**src/rtl/rht_pkg.sv**
```systemverilog
package rht_pkg;
  localparam int unsigned LFSR_W = 16;
  localparam logic [LFSR_W-1:0] LFSR_MASK = 16'hB400;

  function automatic logic [LFSR_W-1:0] lfsr_step(input logic [LFSR_W-1:0] s);
    lfsr_step = s[0] ? ((s >> 1) ^ LFSR_MASK) : (s >> 1);
  endfunction
endpackage

```
**src/rtl/rht_draw.sv**
```systemverilog
module rht_draw
  import rht_pkg::*;
#(
  parameter int unsigned MAX_ACT = 64,
  parameter logic [LFSR_W-1:0] SEED = 16'hACE1,
  localparam int unsigned CNT_W = $clog2(MAX_ACT + 1)
) (
  input  logic             clk_i,
  input  logic             rst_ni,
  input  logic             point_i,
  output logic [CNT_W-1:0] idx_o,
  output logic [CNT_W-1:0] idx_nxt_o
);
  logic [LFSR_W-1:0] lfsr_q, lfsr_nxt;

  assign lfsr_nxt = lfsr_step(lfsr_q);

  function automatic logic [CNT_W-1:0] to_idx(input logic [LFSR_W-1:0] s);
    logic [LFSR_W-1:0] m;
    m = s % LFSR_W'(MAX_ACT);
    to_idx = CNT_W'(m) + CNT_W'(1);
  endfunction

  assign idx_o     = to_idx(lfsr_q);
  assign idx_nxt_o = to_idx(lfsr_nxt);

  always_ff @(posedge clk_i or negedge rst_ni) begin
    if (!rst_ni)      lfsr_q <= SEED;
    else if (point_i) lfsr_q <= lfsr_nxt;
  end
endmodule

```
**src/rtl/rht_window.sv**
```systemverilog
module rht_window #(
  parameter int unsigned MAX_ACT = 64,
  parameter int unsigned ROW_W   = 16,
  localparam int unsigned CNT_W  = $clog2(MAX_ACT + 1)
) (
  input  logic             clk_i,
  input  logic             rst_ni,
  input  logic             act_i,
  input  logic [ROW_W-1:0] act_row_i,
  input  logic             point_i,
  input  logic [CNT_W-1:0] idx_i,
  input  logic [CNT_W-1:0] idx_nxt_i,
  output logic             hit_o,
  output logic [ROW_W-1:0] row_o,
  output logic [CNT_W-1:0] cnt_o
);
  localparam logic [CNT_W-1:0] CNT_MAX = CNT_W'(MAX_ACT);

  logic [CNT_W-1:0] cnt_q, cnt_inc;
  logic             hit_q;
  logic [ROW_W-1:0] row_q;
  logic             can_inc;

  assign can_inc = (cnt_q != CNT_MAX);
  assign cnt_inc = cnt_q + CNT_W'(1);

  always_ff @(posedge clk_i or negedge rst_ni) begin
    if (!rst_ni) begin
      cnt_q <= '0;
      hit_q <= 1'b0;
      row_q <= '0;
    end else if (point_i) begin
      // same-cycle ACT opens the new interval as ordinal 1
      cnt_q <= act_i ? CNT_W'(1) : '0;
      hit_q <= act_i && (idx_nxt_i == CNT_W'(1));
      if (act_i && (idx_nxt_i == CNT_W'(1))) row_q <= act_row_i;
    end else if (act_i && can_inc) begin
      cnt_q <= cnt_inc;
      if (cnt_inc == idx_i) begin
        hit_q <= 1'b1;
        row_q <= act_row_i;
      end
    end
  end

  assign hit_o = hit_q;
  assign row_o = row_q;
  assign cnt_o = cnt_q;
endmodule

```
**src/rtl/rht_mit_out.sv**
```systemverilog
module rht_mit_out #(
  parameter int unsigned ROW_W = 16
) (
  input  logic             clk_i,
  input  logic             rst_ni,
  input  logic             point_i,
  input  logic             hit_i,
  input  logic [ROW_W-1:0] row_i,
  output logic             valid_o,
  output logic [ROW_W-1:0] row_o
);
  always_ff @(posedge clk_i or negedge rst_ni) begin
    if (!rst_ni) begin
      valid_o <= 1'b0;
      row_o   <= '0;
    end else begin
      valid_o <= point_i && hit_i;
      if (point_i && hit_i) row_o <= row_i;
    end
  end
endmodule

```
**src/rtl/rh_single_tracker.sv**
```systemverilog
module rh_single_tracker
  import rht_pkg::*;
#(
  parameter int unsigned MAX_ACT = 64,
  parameter int unsigned ROW_W   = 16,
  parameter logic [LFSR_W-1:0] SEED = 16'hACE1
) (
  input  logic             clk_i,
  input  logic             rst_ni,
  input  logic             act_i,
  input  logic [ROW_W-1:0] act_row_i,
  input  logic             ref_i,
  input  logic             rfm_i,
  output logic             mit_valid_o,
  output logic [ROW_W-1:0] mit_row_o
);
  localparam int unsigned CNT_W = $clog2(MAX_ACT + 1);

  logic             point;
  logic [CNT_W-1:0] idx, idx_nxt, act_cnt;
  logic             hit;
  logic [ROW_W-1:0] trk_row;

  assign point = ref_i | rfm_i;

  rht_draw #(.MAX_ACT(MAX_ACT), .SEED(SEED)) u_draw (
    .clk_i    (clk_i),
    .rst_ni   (rst_ni),
    .point_i  (point),
    .idx_o    (idx),
    .idx_nxt_o(idx_nxt)
  );

  rht_window #(.MAX_ACT(MAX_ACT), .ROW_W(ROW_W)) u_win (
    .clk_i    (clk_i),
    .rst_ni   (rst_ni),
    .act_i    (act_i),
    .act_row_i(act_row_i),
    .point_i  (point),
    .idx_i    (idx),
    .idx_nxt_i(idx_nxt),
    .hit_o    (hit),
    .row_o    (trk_row),
    .cnt_o    (act_cnt)
  );

  rht_mit_out #(.ROW_W(ROW_W)) u_out (
    .clk_i  (clk_i),
    .rst_ni (rst_ni),
    .point_i(point),
    .hit_i  (hit),
    .row_i  (trk_row),
    .valid_o(mit_valid_o),
    .row_o  (mit_row_o)
  );
endmodule

```
**config.mk**
```make
export PLATFORM = sky130hd
export DESIGN_NAME = rh_single_tracker
export DESIGN_NICKNAME = d
export VERILOG_FILES = /design/src/rtl/rht_pkg.sv /design/src/rtl/rht_draw.sv /design/src/rtl/rht_window.sv /design/src/rtl/rht_mit_out.sv /design/src/rtl/rh_single_tracker.sv
export SDC_FILE = /design/constraint.sdc
export NUM_CORES = 1
export LEC_CHECK = 0
export ABC_AREA = 1
export ABC_CLOCK_PERIOD_IN_PS = 2100
export BUFFER_PORTS_ARGS = -buffer_cell sky130_fd_sc_hd__buf_2
export CAP_MARGIN = 10
export CORE_MARGIN = 3
export CORE_UTILIZATION = 40
export DETAILED_ROUTE_END_ITERATION = 8
export GPL_TIMING_DRIVEN = 0
export PLACE_DENSITY = 0.65
export SYNTH_ARGS = -nofsm -noshare
export SYNTH_HDL_FRONTEND = slang
export SYNTH_SLANG_ARGS = --single-unit
```
**constraint.sdc**
```tcl
create_clock -name clk_i -period 2.1 [get_ports clk_i]
set_input_delay 0.105 -clock clk_i [delete_from_list [all_inputs] [get_ports clk_i]]
set_output_delay 0.105 -clock clk_i [all_outputs]
set_load 0.03 [all_outputs]
```
# == Yosys cells after proc, flatten, opt, wreduce, memory -nomap -nowiden ==
# Cells that the tools add are included.
# classes
mux,11
n_eq_ne,4
bitwise_logic,2
add_sub_neg,3
n_reduce_logical,7
# op_table
op,count
two-way mux 16 bit,5
"adder 6 x 1 -> 7 bit, second input constant",2
two-way mux 7 bit,2
"adder 7 x 1 -> 7 bit, second input constant",1
"equality test 7 x 1 -> 1 bit, second input constant",1
equality test 7 bit,1
"inequality test 7 bit, second input constant",1
two-way mux 1 bit,4
NOT 3 -> 4 bit,1
nonzero test 2 bit,2
logical AND 1 bit,3
AND reduction 3 bit,1
"inequality test 2 bit, second input constant",1
AND reduction 2 bit,1
bitwise OR 1 bit,1
# totals
regBits,57
word_cells,33
in_bits,21
out_inout_bits,17

# == Logic depth before layout (Yosys ltp) ==
# Gate-level depths: netlist (run 1).
# depth
depth_word,7
depth_mapped,15
mapped_depth_nobuf,14

# == Modules after synthesis ==
# A second synthesis (run 1) with hierarchy kept.
# unflattened
hier_cells,347
area_unflattened_um2,2842.7
# by_module_without_submodules
mod,seq_area_each_um2,n_inst,cells_per_inst,area_each_um2
rht_window,600.6,1,167,1266.2
rht_draw,410.4,1,105,850.8
rht_mit_out,425.4,1,72,714.4
rh_single_tracker,0.0,1,3,11.3

# == Least setup slack after synthesis (run 1) ==
# Ideal clock, no wire load.
# synth_timing
path_kind,register -> register
from,register u_win.cnt_q[0] (netlist: u_win.cnt_o[0])
to,register u_win.row_q[0] (netlist: u_win.row_o[0])
setup_ns,0.117
synth_period_minus_slack_ns,1.833
t_arrival_ns,1.717
n_path_buf,1
setup_slack_ns,0.267
path_stages_with_launch,16
t_required_ns,1.983
path_cell_list,dfrtp_1 inv_1 ha_1 inv_1 nand2_1 nand2_1 nand2_1 nor2_1 nand3_1 nor2_1 nand3_2 nand2_4 nand2_4 buf_6 nand2_1 nand2_1
# synth_between
elab_chain_cells,4
word_cells_on_any_way,7
cone_classes,add/sub: 1; eq/ne: 2; reduce/logical: 4
# synth_lines
item,line,text
from (decl),rht_window.sv:19,"logic [CNT_W-1:0] cnt_q, cnt_inc;"
from (signal assigned),rht_window.sv:34,cnt_q <= act_i ? CNT_W'(1) : '0;
from (signal assigned),rht_window.sv:38,cnt_q <= cnt_inc;
adder 7 x 1 -> 7 bit or inequality test 7 bit (tied branches),"rht_window.sv:25, rht_window.sv:24",
equality test 7 bit or logical AND 1 bit (tied branches),"rht_window.sv:39, rht_window.sv:37",
nonzero test 2 bit (no line),-,
AND reduction 3 bit (no line) (*),-,
to (signal assigned),rht_window.sv:36,if (act_i && (idx_nxt_i == CNT_W'(1))) row_q <= act_row_i;
to (signal assigned),rht_window.sv:41,row_q <= act_row_i;
to (decl),rht_window.sv:21,logic [ROW_W-1:0] row_q;
# Mark *: on every way between the ends. The rest lies on a longest branch, timed or not.
# A chain may end at the register's enable or synchronous reset.

# == Worst setup path in the final report (run 1) ==
# layout_timing
from,register u_draw.lfsr_q[0]
to,register u_win.row_q[0] (netlist: u_win.row_o[0])
# layout_between
elab_chain_cells,4
# layout_lines
item,line,text
from (decl),rht_draw.sv:14,"logic [LFSR_W-1:0] lfsr_q, lfsr_nxt;"
from (signal assigned),rht_draw.sv:29,else if (point_i) lfsr_q <= lfsr_nxt;
adder 6 x 1 -> 7 bit,rht_draw.sv:21,to_idx = CNT_W'(m) + CNT_W'(1);
equality test 7 bit,rht_window.sv:39,if (cnt_inc == idx_i) begin
nonzero test 2 bit (no line),-,
AND reduction 3 bit (no line),-,
# Every way passes these cells.

==> metrics.txt, run 1 <==
routed vias=between 2,000 and 2,500; maximum root-to-sink buffer count=2; Hold Crit Start=act_row_i[3]; CTS tree=built; # DRC=0; sequential share of the synthesized area=a little over half; reg-to-reg startpoint=u_draw.lfsr_q[0]; layout cells sized above 1=about a quarter; kind of critical path=reg2reg; Clock H-tree levels=3; Setup crit end kind=flip-flop; total of max-cap violations=0; FP Rows=28; Clock Skew=roughly 9.7 ps; Root Driver=clkbuf_8; Layout Nets=408; asr flop ratio synth=100%; clk_lat worst skew=~330 ps; Synth top area share=between 40% and 50%; Seq cells post-synth=57; Post-synth EDFFs=0; Reg-to-Reg End=u_win.row_o[0]; worst hold margin=about 8.5 ps; register clock-pin slew on the reported worst setup and hold paths=70 ps; met3 usage=around 3.1%; Fmax=approximately 0.51 GHz; Top FF cell, synth=dfrtp_1; RSZ-0062 raised after global routing=no; Worst Path Max Fanout=5; hold endpoint=u_win.row_o[3]; VDD IR max=between 0.0008 and 0.0009 V; worst path cell trace=ha_4 > nand2_1 > inv_2 > nand2_2 > nor2_2 > inv_1 > nand2_1 > nand2_1 > nor2_2 > nand3_2 > nand2_4 > nand2_8 > clkbuf_16 > nand2_1 > nand2_1; GRT busiest layer=met2; most frequent cells in the layout=nand2_1 (139), dfrtp_1 (48), buf_2 (37); Worst Tran Pin Value=between 700 and 800 ps; Die ar.=7590 µm²; Final GP Congestion=about 0.8; post-route cell area=roughly 3300 µm²; top post-synthesis cells by area=dfrtp_1 (47%), nand2_1 (20%), dfstp_2 (8.0%), nand3_1 (4.6%), inv_1 (4.1%); detailed-route wire length per cell=about 12 µm; first-pass GRT wire length=roughly 9400 µm; startpoint class of the critical path=flip-flop; vias per cell=around 4.7; HPWL after DPL=3850 µm; area added between synthesis and finish=25.5%; antenna fix cells=0; clock sink total=57; IO Count=38; met1 GRT Util=a little over a fifth; static leakage=approximately 1.7 nW; Mean Syn Cell Area=about 8.1 µm²; cell count after synthesis=roughly 320; worst reg-to-reg setup slack=150 ps; WP data arrival=between 2000 and 2500 ps; post-synth net total=between 300 and 400; M2 GR Usage=about a quarter; setup total negative slack=0 ps; Worst Hold Path Cells=3; gr usage total=~16%; Die X=roughly 87 µm; Initial Util=42.9%; CP top delay family=simple AND/OR/NAND/NOR gates; biggest cell delay along the critical path=approximately 560 ps; core area=approximately 6100 µm²; Final Max Slew Viols=0; HP Class=in2reg; final hold vios=0; endpoints failing setup=0; cell mode on critical path=nand2_1; total CTS buffers=9; vias in the first global route=2,087; Synth area leader=dfrtp_1; Worst Path Required=~2300 ps; DRT antenna net count=0; Cell Area, Synth=2630 µm²; Synth cell types=24; gr ovfl total=0; TritonRoute pass-1 iters=4; largest net degree at the start of global routing=31; Final min period=just under 2000 ps; DRT iter0 DRCs=64; worst path buffer plus inverter count=3; Crit path depth=15; Rel. slew slack=~53%; R2R depth=15; status=complete, no violations; P per Cell Area=between 1000 and 1500 nW/µm²; Die H=roughly 87 µm; Final Cycle Share=a little over 90%; IO Port Bufs=37; commonest non-fill, non-tap cell in the layout=nand2_1; yosys warns=0; initial antenna violation count=0; WL final=5540 µm; DP Area=2930 µm²; slowest CP cell=dfstp_2
[cells in the mapped netlist, types with 2 or more instances]
library cell / n
o21ai_0: 18
nand2_4: 2
buf_4: 2
nor2_1: 12
nand3_2: 3
xnor2_1: 3
nand2_2: 3
inv_1: 29
dfrtp_1: 49
nand3_1: 24
o22ai_1: 5
nor2_2: 5
o21ai_1: 2
clkbuf_1: 6
dfstp_2: 8
nand2_1: 142
ha_1: 3
[where the power goes]
| part | switching, mW | total (mW) | internal (mW) |
|---|---|---|---|
| clock | 0.409 | 0.925 | 0.516 |
| combinational | 0.811 | 1.28 | 0.466 |
| sequential | 0.221 | 1.75 | 1.53 |
[registers in the layout, summed over array words and instances, names as in the netlist]
| signal | cells |
|---|---|
| u_draw.lfsr_q | 16 |
| u_win.row_o | 16 |
| u_win.hit_o | 1 |
| u_win.cnt_o | 7 |
| u_out.valid_o | 1 |
| u_out.row_o | 16 |
[metrics by stage]
stage | setup WS [ps] | util (%) | total power [mW] | instances
after floorplan | 267 | - | 2.59 | 323
after global placement | 50.1 | 47.5 | 2.92 | 435
after detailed placement | 20.9 | 47.8 | 2.95 | 436
after CTS | 56.2 | 51.6 | 3.90 | 456
after global routing | 0.587 | 53.9 | 4.26 | 463
final | 150 | 53.9 | 3.95 | 463
[kinds of logic (layout without fill, tap and decap cells)]
| kind of cell | Yosys count | after routing | share of synthesized area (%) |
|---|---|---|---|
| buffers and inverters | 39 | 104 | 6.13 |
| AND/OR/NAND/NOR | 193 | 193 | 30.9 |
| flip-flops | 57 | 57 | 54.6 |
| XOR/XNOR | 4 | 4 | 1.33 |
| adder cells (fa/ha/maj) | 3 | 3 | 1.43 |
| AO/OA/AOI/OAI | 27 | 27 | 5.61 |
[worst max path at each step]
stage,start,endpoint
3_3_place_gp,u_win.cnt_o[0],u_win.row_o[5]
3_5_place_dp,u_win.cnt_o[0],u_win.row_o[2]
2_1_floorplan,u_win.cnt_o[0],u_win.row_o[0]
4_1_cts,u_win.cnt_o[0],u_win.row_o[0]
6_report,u_draw.lfsr_q[0],u_win.row_o[0]
5_1_grt,u_win.cnt_o[0],u_win.row_o[7]
[cell type report]
cell class | count | area (µm²)
Sequential cell | 57 | 1440
Clock inverter | 2 | 12.5
Multi-Input combinational cell | 227 | 1080
Fill cell | 583 | 2830
Clock buffer | 13 | 169
Timing Repair Buffer | 50 | 338
Tap cell | 75 | 93.8
Inverter | 30 | 113
Buffer | 9 | 56.3
[worst min-delay path: cells and delay by family]
kind | cells | cell delay [ps]
buffers and inverters | 1 | 70
AND/OR/NAND/NOR | 2 | 120
[metal layers]
metal	routed length, µm	part of all wire, %
met2	2510	45
met1	2750	50
met3	155	2.8
met5	0	0
met4	123	2.2
[what timing repair did]
action / CTS / global route
hold buffers: 5 / 0
resized for setup: 1 / 14
hold endpoints to repair: 29 / 0
buffers inserted: 0 / 6
endpoints found under the setup margin: 1 / 16
pin swaps: 0 / 7
gates cloned: 0 / 1
(Power assumes the default switching activity.)
==> run 2: changes to the inputs <==
PLACE_DENSITY = not set   (was 0.65)
PLACE_DENSITY_LB_ADDON = 0.15   (was not set)
==> run 2 against run 1 <==
Against the previous run: via count up 2.8%; non-clock buffer count grew 9; largest power group unchanged; critical endpoint is now u_win.row_o[14]; register-to-register slack improved by 30 ps; sequential power about the same; count of clock-buffer cells in the layout is the same; die area is the same.
==> metrics.txt, run 2 (synthesis gave the netlist of run 1 again) <==
status=complete, no violations; antenna fix cells=0; first-pass GRT wire length=just under 10,000 µm; GRT busiest layer=met2; total of max-cap violations=0; CTS tree=built; kind of critical path=reg2reg; Final GP Congestion=0.746; endpoints failing setup=0; Fmax=between 0.5 and 0.6 GHz; biggest cell delay along the critical path=roughly 400 ps; total CTS buffers=9; final hold vios=0; gr ovfl total=0; Final min period=a little under 2000 ps; register clock-pin slew on the reported worst setup and hold paths=approximately 70 ps; TritonRoute pass-1 iters=4; core area=just over 6000 µm²; IO Port Bufs=37; static leakage=1.72 nW; clk_lat worst skew=between 300 and 400 ps; Initial Util=between 40 and 50%; Final Max Slew Viols=0; Worst Path Required=between 2000 and 2500 ps; DRT antenna net count=0; Root Driver=clkbuf_8; FP Rows=28; met3 usage=slightly below 6%; HPWL after DPL=between 3000 and 4000 µm; startpoint class of the critical path=flip-flop; Die X=around 87 µm; cell mode on critical path=nand2_1; maximum root-to-sink buffer count=2; Final Cycle Share=around 90%; worst path buffer plus inverter count=4; worst path cell trace=inv_1 > ha_1 > inv_1 > nand2_1 > nand2_1 > nand2_1 > nor2_1 > nand3_1 > nor2_2 > nand3_2 > nand2_4 > buf_4 > buf_4 > nand3_1 > nand2_1; WP data arrival=2210 ps; gr usage total=17.1%; P per Cell Area=roughly 1200 nW/µm²; largest registers=u_draw.lfsr_q x16, u_out.row_o x16, u_win.row_o x16; Worst Path Max Fanout=6; filler cell count=roughly 580; routed vias=roughly 2,200; area added between synthesis and finish=25.6%; DRT iter0 DRCs=90; vias in the first global route=~2,100; # DRC=0; Layout Nets=approximately 420; WL final=between 5000 and 6000 µm; detailed-route wire length per cell=~12 µm; commonest non-fill, non-tap cell in the layout=nand2_1; HP Class=in2reg; VDD IR max=0.000697 V; layout cells sized above 1=21.4%; RSZ-0062 raised after global routing=no; Setup crit end kind=flip-flop; IO Count=38; Rel. slew slack=between 50% and 60%; clock sink total=57; Clock Skew=~8.3 ps; largest net degree at the start of global routing=33; worst hold margin=roughly 5.3 ps; slowest CP cell=dfrtp_2; initial antenna violation count=0; Clock H-tree levels=3; placed insts=~440; M2 GR Usage=about a quarter; final cell count without fillers=approximately 470; Die ar.=7590 µm²; most frequent cells in the layout=nand2_1 (142), dfrtp_1 (48), buf_2 (37); vias per cell=between 4 and 5; met1 GRT Util=between 20% and 30%; Die H=~87 µm; Worst Tran Pin Value=approximately 620 ps; CP top delay family=simple AND/OR/NAND/NOR gates
-- run 2: through the flow --
step | area, µm² | worst slack [ps] | total power [mW] | utilization [%] | setup TNS, ps
final | 3310 | 175 | 3.87 | 53.9 | 0
after global routing | 3310 | 5.81 | 4.16 | 53.9 | 0
after CTS | 3250 | 51.7 | 3.90 | 53.0 | 0
after detailed placement | 2930 | -2.35 | 2.95 | 47.8 | -8.60
after global placement | 2910 | 26.1 | 2.92 | 47.5 | 0
after floorplan | 2630 | 267 | 2.59 | - | 0
-- run 2: repair_timing --
item / in CTS / in global routing
resized for setup: 1 / 2
hold buffers: 14 / 1
buffers inserted: 0 / 7
pin swaps: 0 / 1
setup endpoints to repair: 9 / 11
hold endpoints to repair: 38 / 1
-- run 2: final timing paths --
| check | startpoint | endpoint | slack (ps) | cells past startpoint |
|---|---|---|---|---|
| max | u_win.cnt_o[0] | u_win.row_o[14] | 180 | 15 |
| min | act_row_i[14] | u_win.row_o[14] | 5 | 3 |
| max reg2reg | u_win.cnt_o[0] | u_win.row_o[14] | 180 | 15 |
| min reg2reg | u_out.row_o[12] | u_out.row_o[12] | 460 | 2 |
| max in group asynchronous | rst_ni | u_draw.lfsr_q[10] | 1120 | 3 |
| min in group asynchronous | rst_ni | u_win.row_o[13] | 320 | 2 |
-- run 2: final cells by class --
cell class              count  area [µm²]  share of cell area [%]
repair buffers             60         408                    12.3
clock inverters             3        17.5                   0.530
multi-input cells         227        1040                    31.3
inverters                  30         113                    3.41
well taps                  75        93.8                    2.84
flip-flops and latches     57        1440                    43.5
plain buffers               8        41.3                    1.25
clock buffers              13         159                    4.81
-- run 2: routing by layer --
layer	wire length [µm]	share of wire, %
met1	2690	47
met2	2740	47
met3	242	4.2
met4	100	1.7
met5	0	0
-- run 2: worst reg2reg max path: cells and delay by family, from the launching register on --
kind                       cells  cell delay (ps)
and+or+nand+nor               10              790
DFF                            1              400
adders and majority gates      1              300
buffers and inverters          4              370
-- run 2: power breakdown --
group | total [mW] | switching (mW) | leakage (nW) | internal (mW)
registers | 1.73 | 0.210 | 0.707 | 1.52
clock network | 0.919 | 0.430 | 0.0894 | 0.489
logic | 1.22 | 0.798 | 0.922 | 0.418
total | 3.87 | 1.44 | 1.72 | 2.43
